File: src/rtl/hwt_pkg.sv
// Shared codes and types for the hardware thread interface controller.
// Assumes 4-bit operation and return codes and a 2-bit command code.
package hwt_pkg;

    localparam logic [3:0] OP_NOP     = 4'd0;
    localparam logic [3:0] OP_READ    = 4'd1;
    localparam logic [3:0] OP_WRITE   = 4'd2;
    localparam logic [3:0] OP_SEMPOST = 4'd3;
    localparam logic [3:0] OP_SEMWAIT = 4'd4;
    localparam logic [3:0] OP_MTXLOCK = 4'd5;
    localparam logic [3:0] OP_MTXUNLK = 4'd6;
    localparam logic [3:0] OP_SPLOCK  = 4'd7;
    localparam logic [3:0] OP_SPUNLK  = 4'd8;
    localparam logic [3:0] OP_EXIT    = 4'd9;

    localparam logic [3:0] RC_NONE     = 4'd0;
    localparam logic [3:0] RC_RD_DONE  = 4'd1;
    localparam logic [3:0] RC_WR_DONE  = 4'd2;
    localparam logic [3:0] RC_POSTED   = 4'd3;
    localparam logic [3:0] RC_SEM_HELD = 4'd4;
    localparam logic [3:0] RC_MTX_HELD = 4'd5;
    localparam logic [3:0] RC_MTX_FREE = 4'd6;
    localparam logic [3:0] RC_SPIN_ANS = 4'd7;
    localparam logic [3:0] RC_SPIN_REL = 4'd8;
    localparam logic [3:0] RC_EXITED   = 4'd9;
    localparam logic [3:0] RC_BAD_OP   = 4'd15;

    localparam logic [1:0] CMD_RUN  = 2'b01;
    localparam logic [1:0] CMD_WAKE = 2'b10;

    typedef enum logic [1:0] {
        THR_IDLE = 2'd0,
        THR_RUN  = 2'd1,
        THR_WAIT = 2'd2
    } thr_state_e;

    typedef enum logic [1:0] {
        SYNC_NONE  = 2'd0,
        SYNC_SPIN  = 2'd1,
        SYNC_BLOCK = 2'd2
    } sync_e;

    typedef enum logic [1:0] {
        UNIT_MEM  = 2'd0,
        UNIT_SPIN = 2'd1,
        UNIT_MTX  = 2'd2,
        UNIT_SEM  = 2'd3
    } unit_e;

    typedef struct packed {
        logic       legal;
        logic       uses_bus;
        logic       bus_write;
        unit_e      unit;
        sync_e      sync;
        logic       leave;
        logic [3:0] rc;
    } op_info_t;

endpackage

File: src/rtl/hwt_op_decode.sv
// Operation decoder: maps a user op code to its bus use, target unit,
// synchronization kind and return code. Purely combinational.
module hwt_op_decode
    import hwt_pkg::*;
(
    input  logic [3:0] op_code,
    output op_info_t   info
);

    // Table lookup of the operation's properties.
    always_comb begin
        info = '{legal: 1'b1, uses_bus: 1'b1, bus_write: 1'b0, unit: UNIT_MEM,
                 sync: SYNC_NONE, leave: 1'b0, rc: RC_BAD_OP};
        unique case (op_code)
            OP_READ:    info.rc = RC_RD_DONE;
            OP_WRITE:   begin info.bus_write = 1'b1; info.rc = RC_WR_DONE; end
            OP_SEMPOST: begin info.bus_write = 1'b1; info.unit = UNIT_SEM;  info.rc = RC_POSTED;   end
            OP_SEMWAIT: begin info.unit = UNIT_SEM;  info.sync = SYNC_BLOCK; info.rc = RC_SEM_HELD; end
            OP_MTXLOCK: begin info.unit = UNIT_MTX;  info.sync = SYNC_BLOCK; info.rc = RC_MTX_HELD; end
            OP_MTXUNLK: begin info.bus_write = 1'b1; info.unit = UNIT_MTX;  info.rc = RC_MTX_FREE; end
            OP_SPLOCK:  begin info.unit = UNIT_SPIN; info.sync = SYNC_SPIN;  info.rc = RC_SPIN_ANS; end
            OP_SPUNLK:  begin info.bus_write = 1'b1; info.unit = UNIT_SPIN; info.rc = RC_SPIN_REL; end
            OP_EXIT:    begin info.uses_bus = 1'b0; info.leave = 1'b1; info.rc = RC_EXITED; end
            default:    begin info.legal = 1'b0; info.uses_bus = 1'b0; end
        endcase
    end

endmodule

File: src/rtl/hwt_addr_gen.sv
// Bus address and write data builder. For memory operations the user
// address and data pass through. For lock operations the address packs
// unit base bits, a release flag, the lock number and this thread's number,
// and the write data is the thread number. Assumes ADDR_W > LOW_W and
// DATA_W >= TID_W.
module hwt_addr_gen
    import hwt_pkg::*;
#(
    parameter int                ADDR_W    = 32,
    parameter int                DATA_W    = 32,
    parameter int                LOCK_W    = 6,
    parameter int                TID_W     = 9,
    parameter logic [TID_W-1:0]  THREAD_ID = '0,
    parameter logic [ADDR_W-1:0] SPIN_BASE = '0,
    parameter logic [ADDR_W-1:0] MTX_BASE  = '0,
    parameter logic [ADDR_W-1:0] SEM_BASE  = '0
) (
    input  op_info_t          info,
    input  logic [ADDR_W-1:0] op_addr,
    input  logic [DATA_W-1:0] op_wdata,
    output logic [ADDR_W-1:0] addr,
    output logic [DATA_W-1:0] wdata
);

    localparam int LOW_W = 2 + LOCK_W + TID_W;

    logic [ADDR_W-1:0] base;

    // Choose the base region of the addressed lock unit.
    always_comb begin
        unique case (info.unit)
            UNIT_SPIN: base = SPIN_BASE;
            UNIT_MTX:  base = MTX_BASE;
            UNIT_SEM:  base = SEM_BASE;
            default:   base = '0;
        endcase
    end

    // Pack the lock request address or pass the memory address through.
    always_comb begin
        if (info.unit == UNIT_MEM) begin
            addr  = op_addr;
            wdata = op_wdata;
        end else begin
            addr  = {base[ADDR_W-1:LOW_W], 1'b0, info.bus_write,
                     op_addr[LOCK_W-1:0], THREAD_ID};
            wdata = DATA_W'(THREAD_ID);
        end
    end

endmodule

File: src/rtl/hwt_bus_seq.sv
// Bus request sequencer: holds one request with its address, direction
// and data steady from launch until the bus acknowledges it. Assumes the
// launch strobe never fires while a request is outstanding.
module hwt_bus_seq #(
    parameter int ADDR_W = 32,
    parameter int DATA_W = 32
) (
    input  logic              clk,
    input  logic              rst_n,
    input  logic              launch,
    input  logic [ADDR_W-1:0] l_addr,
    input  logic              l_we,
    input  logic [DATA_W-1:0] l_wdata,
    output logic              bus_req,
    output logic              bus_we,
    output logic [ADDR_W-1:0] bus_addr,
    output logic [DATA_W-1:0] bus_wdata,
    input  logic              bus_ack,
    output logic              reply
);

    assign reply = bus_req & bus_ack;

    // Load a request on launch and drop it on acknowledge.
    always_ff @(posedge clk) begin
        if (!rst_n) begin
            bus_req   <= 1'b0;
            bus_we    <= 1'b0;
            bus_addr  <= '0;
            bus_wdata <= '0;
        end else if (launch) begin
            bus_req   <= 1'b1;
            bus_we    <= l_we;
            bus_addr  <= l_addr;
            bus_wdata <= l_wdata;
        end else if (reply) begin
            bus_req   <= 1'b0;
        end
    end

endmodule

File: src/rtl/hwt_state_ctrl.sv
// Thread state machine: accepts user operations, tracks idle, running
// and waiting, separates spin and blocking acquires, and posts return
// codes. Assumes the reply strobe only occurs while a request is pending.
module hwt_state_ctrl
    import hwt_pkg::*;
#(
    parameter int DATA_W = 32
) (
    input  logic              clk,
    input  logic              rst_n,
    input  logic              op_valid,
    input  op_info_t          info,
    input  logic              cmd_valid,
    input  logic [1:0]        cmd_code,
    input  logic              reply,
    input  logic [DATA_W-1:0] reply_data,
    output thr_state_e        state,
    output logic              pending,
    output logic              blocked,
    output logic [3:0]        status_code,
    output logic              done,
    output logic [DATA_W-1:0] rdata,
    output logic              launch
);

    logic       accept;
    sync_e      cur_sync;
    logic [3:0] cur_rc;

    assign accept = op_valid && (state == THR_RUN) && !pending;
    assign launch = accept && info.legal && info.uses_bus;

    // Advance the thread state and the status register.
    always_ff @(posedge clk) begin
        if (!rst_n) begin
            state       <= THR_IDLE;
            pending     <= 1'b0;
            blocked     <= 1'b0;
            status_code <= RC_NONE;
            done        <= 1'b0;
            rdata       <= '0;
            cur_sync    <= SYNC_NONE;
            cur_rc      <= RC_NONE;
        end else begin
            done <= 1'b0;
            unique case (state)
                THR_IDLE: begin
                    if (cmd_valid && cmd_code == CMD_RUN) state <= THR_RUN;
                end
                THR_RUN: begin
                    if (accept) begin
                        if (!info.legal) begin
                            status_code <= RC_BAD_OP;
                            done        <= 1'b1;
                        end else if (!info.uses_bus) begin
                            status_code <= info.rc;
                            done        <= 1'b1;
                            if (info.leave) state <= THR_IDLE;
                        end else begin
                            pending     <= 1'b1;
                            status_code <= RC_NONE;
                            cur_sync    <= info.sync;
                            cur_rc      <= info.rc;
                            if (info.sync != SYNC_NONE) state <= THR_WAIT;
                        end
                    end else if (pending && reply) begin
                        pending     <= 1'b0;
                        status_code <= cur_rc;
                        done        <= 1'b1;
                        rdata       <= reply_data;
                    end
                end
                THR_WAIT: begin
                    if (pending && !blocked && reply) begin
                        rdata <= reply_data;
                        if (cur_sync == SYNC_SPIN || reply_data != '0) begin
                            state       <= THR_RUN;
                            pending     <= 1'b0;
                            status_code <= cur_rc;
                            done        <= 1'b1;
                        end else begin
                            blocked <= 1'b1;
                        end
                    end else if (blocked && cmd_valid && cmd_code == CMD_WAKE) begin
                        state       <= THR_RUN;
                        blocked     <= 1'b0;
                        pending     <= 1'b0;
                        status_code <= cur_rc;
                        done        <= 1'b1;
                    end
                end
                default: state <= THR_IDLE;
            endcase
        end
    end

endmodule

File: src/rtl/hw_thread_ctrl.sv
// Hardware thread interface controller top: joins the decoder, the
// address builder, the state machine and the bus sequencer. Assumes a
// single user thread with a fixed thread number.
module hw_thread_ctrl
    import hwt_pkg::*;
#(
    parameter int                ADDR_W    = 32,
    parameter int                DATA_W    = 32,
    parameter int                LOCK_W    = 6,
    parameter int                TID_W     = 9,
    parameter logic [TID_W-1:0]  THREAD_ID = 9'h0A3,
    parameter logic [ADDR_W-1:0] SPIN_BASE = 32'h4000_0000,
    parameter logic [ADDR_W-1:0] MTX_BASE  = 32'h4100_0000,
    parameter logic [ADDR_W-1:0] SEM_BASE  = 32'h4200_0000
) (
    input  logic              clk,
    input  logic              rst_n,
    input  logic              op_valid,
    input  logic [3:0]        op_code,
    input  logic [ADDR_W-1:0] op_addr,
    input  logic [DATA_W-1:0] op_wdata,
    input  logic              cmd_valid,
    input  logic [1:0]        cmd_code,
    output logic [3:0]        status_code,
    output logic              done,
    output logic [DATA_W-1:0] rdata,
    output logic [1:0]        thread_state,
    output logic [7:0]        dbg_status,
    output logic              bus_req,
    output logic              bus_we,
    output logic [ADDR_W-1:0] bus_addr,
    output logic [DATA_W-1:0] bus_wdata,
    input  logic              bus_ack,
    input  logic [DATA_W-1:0] bus_rdata
);

    op_info_t          info;
    logic [ADDR_W-1:0] l_addr;
    logic [DATA_W-1:0] l_wdata;
    logic              launch;
    logic              reply;
    logic              pending;
    logic              blocked;
    thr_state_e        state;

    hwt_op_decode u_dec (
        .op_code (op_code),
        .info    (info)
    );

    hwt_addr_gen #(
        .ADDR_W(ADDR_W), .DATA_W(DATA_W), .LOCK_W(LOCK_W), .TID_W(TID_W),
        .THREAD_ID(THREAD_ID), .SPIN_BASE(SPIN_BASE), .MTX_BASE(MTX_BASE),
        .SEM_BASE(SEM_BASE)
    ) u_addr (
        .info     (info),
        .op_addr  (op_addr),
        .op_wdata (op_wdata),
        .addr     (l_addr),
        .wdata    (l_wdata)
    );

    hwt_state_ctrl #(.DATA_W(DATA_W)) u_fsm (
        .clk         (clk),
        .rst_n       (rst_n),
        .op_valid    (op_valid),
        .info        (info),
        .cmd_valid   (cmd_valid),
        .cmd_code    (cmd_code),
        .reply       (reply),
        .reply_data  (bus_rdata),
        .state       (state),
        .pending     (pending),
        .blocked     (blocked),
        .status_code (status_code),
        .done        (done),
        .rdata       (rdata),
        .launch      (launch)
    );

    hwt_bus_seq #(.ADDR_W(ADDR_W), .DATA_W(DATA_W)) u_bus (
        .clk       (clk),
        .rst_n     (rst_n),
        .launch    (launch),
        .l_addr    (l_addr),
        .l_we      (info.bus_write),
        .l_wdata   (l_wdata),
        .bus_req   (bus_req),
        .bus_we    (bus_we),
        .bus_addr  (bus_addr),
        .bus_wdata (bus_wdata),
        .bus_ack   (bus_ack),
        .reply     (reply)
    );

    assign thread_state = state;
    assign dbg_status   = {state, pending, blocked, status_code};

endmodule

File: config.mk
export PLATFORM = sky130hd
export DESIGN_NAME = hw_thread_ctrl
export DESIGN_NICKNAME = d
export VERILOG_FILES = /design/src/rtl/hwt_pkg.sv /design/src/rtl/hwt_op_decode.sv /design/src/rtl/hwt_addr_gen.sv /design/src/rtl/hwt_bus_seq.sv /design/src/rtl/hwt_state_ctrl.sv /design/src/rtl/hw_thread_ctrl.sv
export SDC_FILE = /design/constraint.sdc
export NUM_CORES = 1
export LEC_CHECK = 0
export ABC_CLOCK_PERIOD_IN_PS = 2300
export CAP_MARGIN = 15
export CORE_MARGIN = 3
export CORE_UTILIZATION = 25
export CTS_CLUSTER_DIAMETER = 30
export DETAILED_ROUTE_END_ITERATION = 8
export MAX_ROUTING_LAYER = met4
export PLACE_DENSITY_LB_ADDON = 0.15
export SYNTH_ARGS = -nofsm -noshare
export SYNTH_HDL_FRONTEND = slang
export SYNTH_SLANG_ARGS = --single-unit
File: constraint.sdc
create_clock -name clk -period 2.3 [get_ports clk]
set_input_delay 0.46 -clock clk [delete_from_list [all_inputs] [get_ports clk]]
set_output_delay 0.46 -clock clk [all_outputs]
set_load 0.01 [all_outputs]
==> metrics.md <==
| Metric | Value |
|---|---|
| Most frequent standard cell in the layout excluding fill and tap cells | `clkdlybuf4s50_1` |
| Power density over the cells | `740 nW/um^2` |
| DRC | `0` |
| Post-route clock skew | `7.92 ps` |
| Largest cells by area after synthesis | `dfxtp_1 46%, nand2_1 11%, a21boi_1 6.1%` |
| Post-layout net count | `923` |
| Worst Path Max Fanout | `3` |
| Status | `finished clean` |
| Die Area | `21300 um^2` |
| Register clock-pin slew on the reported worst setup and hold paths | `50 ps` |
| Growth of design area from synthesis to finish | `66.5%` |
| Number of rows created at floorplan | `50` |
| Detailed-route wire length per cell | `15.1 um` |
| Maximum frequency from static timing analysis | `0.463 GHz` |
| Worst hold slack | `446 ps` |
| List of cells traversed by the critical path | `clkdlybuf4s50_1 > nor4_1 > buf_4 > nand4_1 > o31a_1 > o221ai_2 > mux2i_1` |
| Violation count after the first detailed-route iteration | `168` |
| Sort of element at the start of the critical path | `input pin` |
| H-tree levels | `4` |
| Commonest non-fill, non-tap cells in the layout | `218 x clkdlybuf4s50_1, 145 x nand2_1, 113 x dfxtp_1` |
| Global-route wire length before repair | `26400 um` |
| HPWL after detailed placement | `12100 um` |
| Routed vias/inst | `4.54` |
| Worst path arrival time | `2490 ps` |
| Root buffer cell | `clkbuf_16` |
| Total wire length after detailed routing | `16400 um` |
| Endpoint type of the worst setup path | `flop` |
| Number of distinct library cell variants in the gate-level netlist after synthesis | `47` |
| Worst-margin pin slew | `483 ps` |
| Top-level I/O count | `220` |
| Number of enable-type register cells in the synthesized netlist | `0` |
| Max VDD drop | `0.526 mV` |
| Most frequently used flop master after synthesis | `dfxtp_1` |
| Global-route usage over all layers | `15.7%` |
| Required @ worst endpoint | `2630 ps` |
| Most area-hungry cell type in the Yosys netlist | `dfxtp_1` |
| Clock net sink count | `113` |
| Final cell count without fillers | `1085` |
| Number of setup buffers added after CTS | `0` |
| Chip Width | `146 um` |
| GR Util met1 | `19.4%` |
| Number of max-capacitance violations reported | `0` |
| Worst skew pair latency | `410 ps` |
| Total Neg Setup Slack | `0 ps` |
| Die boundary height | `146 um` |
| Antenna Diode Count | `0` |
| M2 GR Usage | `25.1%` |
| Cell Area, Synth | `4910 um^2` |
| Yosys warnings | `0` |
| Initial antenna violation count | `0` |
| Post-route design area | `8170 um^2` |
| Top-area cell type share of the netlist area | `46.1%` |
| Slowest cell on crit path | `clkdlybuf4s50_1` |
| Number of hold violations in the final report | `0` |
| Remaining global-route overflow | `0` |
| Busiest layer in global routing | `met2` |
| Clock buffer depth | `2` |
| Max-slew headroom at the worst pin | `67.7%` |
| Via count of the first global-routing pass | `5013` |
| Number of placed instances, taps included | `1053` |
| Vias after detailed routing | `4931` |
| Placement-stage cell area | `7510 um^2` |
| Pin count of the biggest net entering global routing | `43` |
| Avg Synthesized Cell Area | `8.36 um^2` |
| Initial Util | `25.8%` |
| CTS tree | `done` |
| Number of buffers inserted by port buffering | `219` |
| Setup repair after global routing missed its margin | `false` |
| Time the final worst path needs with I/O delays and setup | `2160 ps` |
| Flip-flop and latch count after synthesis | `113` |
| Cts-stage hold buffer count | `0` |
| Worst hold path type | `reg -> reg` |
| Number of clock buffers inserted by TritonCTS | `17` |
| Final slew viol count | `0` |
| Std-Cell Core Area | `19000 um^2` |
| Antenna Violating Nets Remaining | `0` |
| First-pass iteration count of the detailed router | `5` |
| Static Leakage | `2.83 nW` |
| Sequential-to-total area share from yosys stat | `46.1%` |
| Mapped Nets | `698` |
| Critical path type | `in -> reg` |
| Slowest Stage Delay on Critical Path | `430 ps` |
| Last weighted congestion value of the routability-driven placer | `0.826` |
| Cells after synthesis | `587` |
| Setup violations, final | `0` |
| Share of flip-flops with an asynchronous set or reset after synthesis | `0%` |
| Share of post-route cells with drive strength above 1 | `10.2%` |
| Share of the clock period used by the worst path after layout | `94.0%` |
| GRT met3 Usage | `4.75%` |
[cells in the mapped netlist (all sizes together), types with 2 or more instances]
cell type and count:
nand4 2, o21ai 11, o211ai 5, nand2 145, a21oi 13, a21boi 77, clkbuf 16, nor2 25
nor4 8, nand4b 2, buf 36, o41ai 2, nand2b 4, nand3 53, and2 6, nor3b 10
o211a 3, inv 5, nor3 16, dfxtp 113, ha 4, mux2i 7, a311oi 4, nor2b 4
[final cells by class]
cell class / instances / area [um^2]
inverter: 6 / 22.5
clock buffer: 18 / 439
tap: 260 / 325
sequential: 113 / 2260
multi-input combinational: 416 / 2350
clock inverter: 14 / 213
fill: 1904 / 10800
timing repair buffer: 258 / 2550
[logic make-up (layout without fill, tap and decap cells)]
logic type                 Yosys count  count (layout)  share of synthesized area, %
AOI/OAI and AO/OA                  123             123                          18.7
adders and majority gates            5               5                          1.22
buffers and inverters               58             296                          6.22
DFF                                113             113                          46.1
muxes                                7               7                          1.43
and+or+nand+nor                    281             281                          26.3
[path summary, 6_finish.rpt]
kind	endpoint	slack, ps	startpoint	depth (start not counted)
max	u_fsm.state[0]	140	bus_rdata[3]	7
min	u_bus.bus_addr[31]	450	u_bus.bus_addr[31]	2
max reg2reg	u_fsm.state[0]	370	u_fsm.blocked	5
min reg2reg	u_bus.bus_addr[31]	450	u_bus.bus_addr[31]	2
[repair_timing]
item                                    in CTS  in global routing
endpoints found under the hold margin        0                  0
endpoints found under the setup margin       0                  5
gates resized for setup                      0                  1
[worst max-delay path, delay by kind of cell]
family	cells	cell delay (ps)
AOI/OAI and AO/OA	2	640
buffers and inverters	2	600
and+or+nand+nor	2	590
muxes	1	210
[where the power goes]
group	total [mW]	switching, mW	leakage, nW	internal, mW
Clock	2.90	0.949	0.308	1.95
Combinational	1.04	0.489	1.61	0.556
Sequential	2.10	0.0609	0.912	2.04
[per-layer routing]
layer | part of all wire, % | routed length [um]
met5 | 0 | 0
met4 | 1.0 | 165
met3 | 7.5 | 1230
met2 | 46 | 7610
met1 | 45 | 7430
[sequential cells by signal, indices dropped and copies added (netlist names)]
register / flops
u_fsm.blocked: 1
u_bus.bus_addr: 32
u_fsm.pending: 1
u_bus.bus_req: 1
u_bus.bus_wdata: 32
u_fsm.state: 2
u_fsm.cur_rc: 4
u_fsm.status_code: 4
u_fsm.done: 1
u_fsm.rdata: 32
u_fsm.cur_sync: 2
u_bus.bus_we: 1
[per-stage QoR]
| step | power [mW] | util [%] | setup WS [ps] |
|---|---|---|---|
| 2_1_floorplan | 2.64 | - | 502 |
| 3_3_place_gp | 3.19 | 39.5 | -254 |
| 3_5_place_dp | 3.20 | 39.5 | -336 |
| 4_1_cts | 6.14 | 42.9 | 104 |
| 5_1_grt | 6.33 | 43.0 | 11.9 |
| 6_report | 6.04 | 43.0 | 138 |
(Power assumes the default switching activity.)
